[src/rtl/int_alu_pkg.sv]
// Package: shared operation codes and default widths for the integer ALU.
// Assumes a 4-bit operation field decoded by the instruction decoder upstream.
package int_alu_pkg;

    localparam int OP_W = 4;

    typedef enum logic [OP_W-1:0] {
        OP_ADD  = 4'd0,   // checked add
        OP_ADDM = 4'd1,   // modular add
        OP_SUB  = 4'd2,   // checked subtract
        OP_SUBM = 4'd3,   // modular subtract
        OP_LTS  = 4'd4,   // signed less-than
        OP_LTU  = 4'd5,   // unsigned less-than
        OP_SHL  = 4'd6    // logical shift left
    } alu_op_e;

endpackage

[src/rtl/int_alu_opsel.sv]
// Module: chooses operand B, either the register value or the sign-extended
// immediate. Assumes IMM_W <= DATA_W.
module int_alu_opsel #(
    parameter int DATA_W = 32,
    parameter int IMM_W  = 16
) (
    input  logic              use_imm,
    input  logic [DATA_W-1:0] reg_b,
    input  logic [IMM_W-1:0]  imm,
    output logic [DATA_W-1:0] opnd_b
);
    localparam int EXT_W = DATA_W - IMM_W;

    logic [DATA_W-1:0] imm_ext;

    // Replicate the immediate sign bit across the upper bits.
    always_comb begin
        imm_ext = {{EXT_W{imm[IMM_W-1]}}, imm};
    end

    // Select the second operand.
    always_comb begin
        opnd_b = use_imm ? imm_ext : reg_b;
    end
endmodule

[src/rtl/int_alu_addsub.sv]
// Module: shared adder for add and subtract, with signed overflow detection.
// Subtraction is done as A + ~B + 1. Overflow is reported only when chk_ovf
// is set; the sum itself always wraps.
module int_alu_addsub #(
    parameter int DATA_W = 32
) (
    input  logic [DATA_W-1:0] a,
    input  logic [DATA_W-1:0] b,
    input  logic              do_sub,
    input  logic              chk_ovf,
    output logic [DATA_W-1:0] sum,
    output logic              ovf
);
    localparam int MSB = DATA_W - 1;

    logic [DATA_W-1:0] b_eff;
    logic              same_sign;
    logic              sign_flip;

    // Invert B for subtraction; the carry-in below completes the negation.
    always_comb begin
        b_eff = do_sub ? ~b : b;
    end

    // Modular sum with carry-in for subtraction.
    always_comb begin
        sum = a + b_eff + {{(DATA_W-1){1'b0}}, do_sub};
    end

    // Signed overflow: effective operands agree in sign and the result does not.
    always_comb begin
        same_sign = (a[MSB] == b_eff[MSB]);
        sign_flip = (sum[MSB] != a[MSB]);
        ovf       = chk_ovf & same_sign & sign_flip;
    end
endmodule

[src/rtl/int_alu_cmp.sv]
// Module: less-than comparator under signed or unsigned interpretation.
// The signed case is reduced to the unsigned one by flipping both sign bits.
// The output is 0 or 1, widened to DATA_W.
module int_alu_cmp #(
    parameter int DATA_W = 32
) (
    input  logic [DATA_W-1:0] a,
    input  logic [DATA_W-1:0] b,
    input  logic              is_signed,
    output logic [DATA_W-1:0] lt_word
);
    localparam int MSB = DATA_W - 1;

    logic [DATA_W-1:0] a_bias;
    logic [DATA_W-1:0] b_bias;
    logic              lt;

    // Offset-binary mapping so that one unsigned compare serves both cases.
    always_comb begin
        a_bias      = a;
        b_bias      = b;
        a_bias[MSB] = a[MSB] ^ is_signed;
        b_bias[MSB] = b[MSB] ^ is_signed;
    end

    // Compare and widen to a full word.
    always_comb begin
        lt      = (a_bias < b_bias);
        lt_word = {{(DATA_W-1){1'b0}}, lt};
    end
endmodule

[src/rtl/int_alu_shl.sv]
// Module: logarithmic left shifter with zero fill. Stage i shifts by 2**i
// when bit i of the amount is set. Assumes DATA_W is a power of two.
module int_alu_shl #(
    parameter int DATA_W = 32,
    parameter int SH_W   = $clog2(DATA_W)
) (
    input  logic [DATA_W-1:0] din,
    input  logic [SH_W-1:0]   amt,
    output logic [DATA_W-1:0] dout
);
    logic [DATA_W-1:0] stage [0:SH_W];

    // Stage 0 is the unshifted input.
    always_comb begin
        stage[0] = din;
    end

    for (genvar i = 0; i < SH_W; i++) begin : g_stage
        // Conditionally shift by 2**i.
        always_comb begin
            stage[i+1] = amt[i] ? (stage[i] << (2**i)) : stage[i];
        end
    end

    // Final stage drives the output.
    always_comb begin
        dout = stage[SH_W];
    end
endmodule

[src/rtl/int_alu.sv]
// Module: top of the integer arithmetic and compare unit.
// Decodes the operation code, routes the operands to the adder, comparator and
// shifter, and selects the result. OUT_REG=1 adds one register stage, cleared
// by a synchronous active-low reset. Unused operation codes give zero.
module int_alu
    import int_alu_pkg::*;
#(
    parameter int DATA_W  = 32,
    parameter int IMM_W   = 16,
    parameter int SH_W    = $clog2(DATA_W),
    parameter bit OUT_REG = 1'b1
) (
    input  logic              clk,
    input  logic              rst_n,
    input  logic [OP_W-1:0]   op_sel,
    input  logic              use_imm,
    input  logic [DATA_W-1:0] src_a,
    input  logic [DATA_W-1:0] src_b,
    input  logic [IMM_W-1:0]  imm16,
    input  logic [SH_W-1:0]   shamt,
    output logic [DATA_W-1:0] result,
    output logic              ovf_flag
);
    alu_op_e           op;
    logic [DATA_W-1:0] opnd_b;
    logic              do_sub;
    logic              chk_ovf;
    logic              cmp_signed;
    logic [DATA_W-1:0] as_sum;
    logic              as_ovf;
    logic [DATA_W-1:0] cmp_word;
    logic [DATA_W-1:0] shl_word;
    logic [DATA_W-1:0] comb_res;
    logic              comb_ovf;

    // Cast the raw code to the operation type.
    always_comb begin
        op = alu_op_e'(op_sel);
    end

    // Derive the control lines for the adder and comparator from the code.
    always_comb begin
        do_sub     = (op == OP_SUB) || (op == OP_SUBM);
        chk_ovf    = (op == OP_ADD) || (op == OP_SUB);
        cmp_signed = (op == OP_LTS);
    end

    int_alu_opsel #(.DATA_W(DATA_W), .IMM_W(IMM_W)) u_opsel (
        .use_imm (use_imm),
        .reg_b   (src_b),
        .imm     (imm16),
        .opnd_b  (opnd_b)
    );

    int_alu_addsub #(.DATA_W(DATA_W)) u_addsub (
        .a       (src_a),
        .b       (opnd_b),
        .do_sub  (do_sub),
        .chk_ovf (chk_ovf),
        .sum     (as_sum),
        .ovf     (as_ovf)
    );

    int_alu_cmp #(.DATA_W(DATA_W)) u_cmp (
        .a         (src_a),
        .b         (opnd_b),
        .is_signed (cmp_signed),
        .lt_word   (cmp_word)
    );

    int_alu_shl #(.DATA_W(DATA_W), .SH_W(SH_W)) u_shl (
        .din  (src_a),
        .amt  (shamt),
        .dout (shl_word)
    );

    // Select the result of the decoded operation.
    always_comb begin
        comb_res = '0;
        comb_ovf = 1'b0;
        case (op)
            OP_ADD, OP_ADDM, OP_SUB, OP_SUBM: begin
                comb_res = as_sum;
                comb_ovf = as_ovf;
            end
            OP_LTS, OP_LTU: comb_res = cmp_word;
            OP_SHL:         comb_res = shl_word;
            default: begin
                comb_res = '0;
                comb_ovf = 1'b0;
            end
        endcase
    end

    if (OUT_REG) begin : g_reg
        logic [DATA_W-1:0] res_q;
        logic              ovf_q;

        // Output register stage, cleared by synchronous reset.
        always_ff @(posedge clk) begin
            if (!rst_n) begin
                res_q <= '0;
                ovf_q <= 1'b0;
            end else begin
                res_q <= comb_res;
                ovf_q <= comb_ovf;
            end
        end

        // Drive the ports from the register.
        always_comb begin
            result   = res_q;
            ovf_flag = ovf_q;
        end
    end else begin : g_comb
        // Drive the ports straight from the result select.
        always_comb begin
            result   = comb_res;
            ovf_flag = comb_ovf;
        end
    end
endmodule

[config.mk]
export PLATFORM = sky130hd
export DESIGN_NAME = int_alu
export DESIGN_NICKNAME = d
export VERILOG_FILES = /design/src/rtl/int_alu_pkg.sv /design/src/rtl/int_alu_opsel.sv /design/src/rtl/int_alu_addsub.sv /design/src/rtl/int_alu_cmp.sv /design/src/rtl/int_alu_shl.sv /design/src/rtl/int_alu.sv
export SDC_FILE = /design/constraint.sdc
export NUM_CORES = 1
export LEC_CHECK = 0
export BUFFER_PORTS_ARGS = -buffer_cell sky130_fd_sc_hd__clkbuf_2
export CORE_MARGIN = 3
export CORE_UTILIZATION = 45
export CTS_CLUSTER_SIZE = 40
export DETAILED_ROUTE_END_ITERATION = 10
export GPL_TIMING_DRIVEN = 0
export PLACE_DENSITY = 0.67
export SLEW_MARGIN = 0
export SYNTH_ARGS = -nofsm -noshare
export SYNTH_HDL_FRONTEND = slang
export SYNTH_HIERARCHICAL = 1
export SYNTH_SLANG_ARGS = --single-unit
[constraint.sdc]
create_clock -name clk -period 6.2 [get_ports clk]
set_input_delay 1.24 -clock clk [delete_from_list [all_inputs] [get_ports clk]]
set_output_delay 1.24 -clock clk [all_outputs]
set_load 0.1 [all_outputs]
==> flow_summary.toml <==
[cells_and_area]
finish.net_count = 1078
design_area_sq_um = 7760
drive_gt1_frac = 0.294
n_antenna_cell = 0
ff_latch_area_sq_um = 661
synthToLayoutAreaGrowth_pct = 16.2
fillers = 1381
final_util = 0.547
multi_input_area_sq_um = 5370
layout_common_cells = "clkbuf_2 (120), nor2_1 (74), ha_1 (61)"
layout_commonest_cell = "clkbuf_2"

[sta]
min_period_ns = 5.80
fin_tns_setup_ns = 0
whs_ns = 1.21
fmax_mhz = 172
hold_viol = 0
rsz0062_at_grt = "no"
slew_viol_final = 0
tightestPinTransition_ns = 0.841
setup-violations-final = 0
max_slew_margin = 0.439
fin_crit_sh = 0.936

[global_routing]
antenna_found_initial = 1
grt_pass1_vias = 6096
grt_pass1_wl_microns = 32100
grt_use_total = 0.246
grt_overflow = 0
grt_max_degree = 11

[drt]
first_pass_iters = 7
via_count = 6504
drc_errors = 0
detail-route-antenna-nets = 0
wl_microns = 20200
drt-initial-drc-count = 655
viasPerCell = 5.89
routedWlPerCell_microns = 18.3

[clock_tree]
cts_root_buf = "clkbuf_16"
max-clock-path-buffers = 2
ctsHoldBuffers = 0
clock_tree.htree_level_count = 2
cts_tree = "built"
cts_setup_buffers = 0
cts_buffers = 5
numClockSinks = 33
clk_pin_slew_worst_paths_ns = 0.05
cts-resized-gates = 0

[setup_path]
cp_top_family = "compound AO/OA/AOI/OAI gates"
worstPathArrival_ns = 5.95
critPathMaxFanout = 10
worstSetupStartpoint = "op_sel[2]"
path_cells = "clkbuf_2 > nor2_1 > buf_2 > and2_1 > buf_2 > clkbuf_1 > xor2_1 > inv_1 > fa_1 > nor2b_1 > o21bai_1 > a2111oi_4 > o2111ai_1 > a21boi_1 > a31oi_1 > xnor2_1 > a222oi_1 > nor2_1"
crit_path_top_delay_cell = "clkbuf_1"
critPathKind = "in2reg"
crit_required_ns = 6.34
critPathBufInv = 5
worstSetupStartpointType = "input port"
crit_path_end_kind = "flip-flop"
slowest_delay_ns = 0.63

[floorplanning]
chipHeight_microns = 128
initial_core_util = 0.470
die_w_microns = 128
io-pin-count = 125
die-area_sq_um = 16300
rows = 43
core_sq_um = 14200

[synthesis]
seq_area_frac_synth = 0.0989
syn-cell-area_sq_um = 6680
syn_avg_cell_area_sq_um = 8.71
ys_warn_count = 6
yosysUniqueCellTypes = 76
async_flop_share = 0
ys.flop_type = "dfxtp_1"
synth_edf_count = 0
synth_cells = 767
ys_seq_elements = 33

[outcome]
status = "finished, final reports clean"

[placed_design]
dp_hpwl_microns = 17100
dpl_cell_area_sq_um = 7620
place.gp.congestion = 0.965
io_buffers = 120

[pwr]
power.total_w = 0.00130
irDropWorstVdd_v = 0.0000927
pwr_density_cell_nw_per_um2 = 168
cellLeakagePower_nw = 3.70

[run]
drv_cap = 0

[worst_hold_path]
min_from = "rst_n"
min_path_type = "in2reg"
min_path_cells = 2
whs_endpoint = "ovf_flag"
-- Yosys cell counts (all sizes together) (4+ instances only) --
master | count | area, sq um
o21ai | 34 | 189
a22oi | 7 | 52.6
nand2b | 4 | 25.0
a211oi | 12 | 95.1
a222oi | 32 | 320
nor3 | 7 | 35.0
ha | 61 | 763
a21o | 11 | 82.6
nand2 | 43 | 161
inv | 42 | 158
mux2 | 47 | 642
a21oi | 56 | 288
mux2i | 11 | 110
o21a | 6 | 46.3
and2 | 6 | 37.5
a221oi | 4 | 35.0
o22ai | 4 | 25.0
nor2b | 5 | 31.3
a211o | 5 | 43.8
mux4 | 33 | 777
and3 | 10 | 63.8
nand3 | 18 | 90.1
nor2 | 74 | 278
xnor2 | 24 | 210
xor2 | 39 | 342
nand4 | 7 | 43.8
a31oi | 8 | 50.1
buf | 61 | 518
dfxtp | 33 | 661
clkbuf | 19 | 81.3
o21bai | 4 | 30.0
-- metal layers --
metal	GRT usage	up-vias	share of wire
met2	0.382	293	0.44
li1	-	3157	-
met3	0.0421	36	0.092
met1	0.346	3016	0.44
met5	0	-	0.00064
met4	0.0799	2	0.025
-- per-stage QoR --
stage / worst slack, ns / instances
after detailed placement: 0.215 / 1097
final: 0.396 / 1104
after global placement: 0.249 / 1097
after floorplan: 1.43 / 797
after CTS: 0.493 / 1104
after global routing: 0.194 / 1104
-- flip-flops by register name, indices dropped and copies added, names as in the netlist --
name,cells
result,32
ovf_flag,1
-- power by group --
part	total, W	switching (W)	internal (W)	leakage, nW
clock	0.000233	0.0000761	0.000157	0.0700
combinational	0.000845	0.000510	0.000335	3.37
sequential	0.000223	0.00000190	0.000222	0.268
-- how the worst max path moves through the flow --
stage                             to  slack [ns]  depth (start not counted)
after floorplan           result[30]        1.43                         17
after global placement    result[30]        0.25                         18
after detailed placement  result[30]        0.21                         18
after CTS                 result[30]        0.49                         18
after global routing      result[26]        0.19                         18
final                     result[30]        0.40                         18
-- layout make-up --
class | count | area share
plain buffers | 80 | 0.0772
clock buffers | 7 | 0.0184
inverters | 43 | 0.0208
multi-input cells | 641 | 0.692
flip-flops and latches | 33 | 0.0851
well taps | 180 | 0.0290
repair buffers | 120 | 0.0774
-- cells by family after synthesis --
family | after synthesis | synth area share
DFF | 33 | 0.0989
muxes | 91 | 0.229
adders and majority gates | 62 | 0.117
xor gates and xnor gates | 63 | 0.0826
other | 1 | 0.000561
and+or+nand+nor | 188 | 0.134
buffers and inverters | 123 | 0.114
AOI/OAI and AO/OA | 206 | 0.224
No activity file was read; power rests on OpenSTA's default activity.
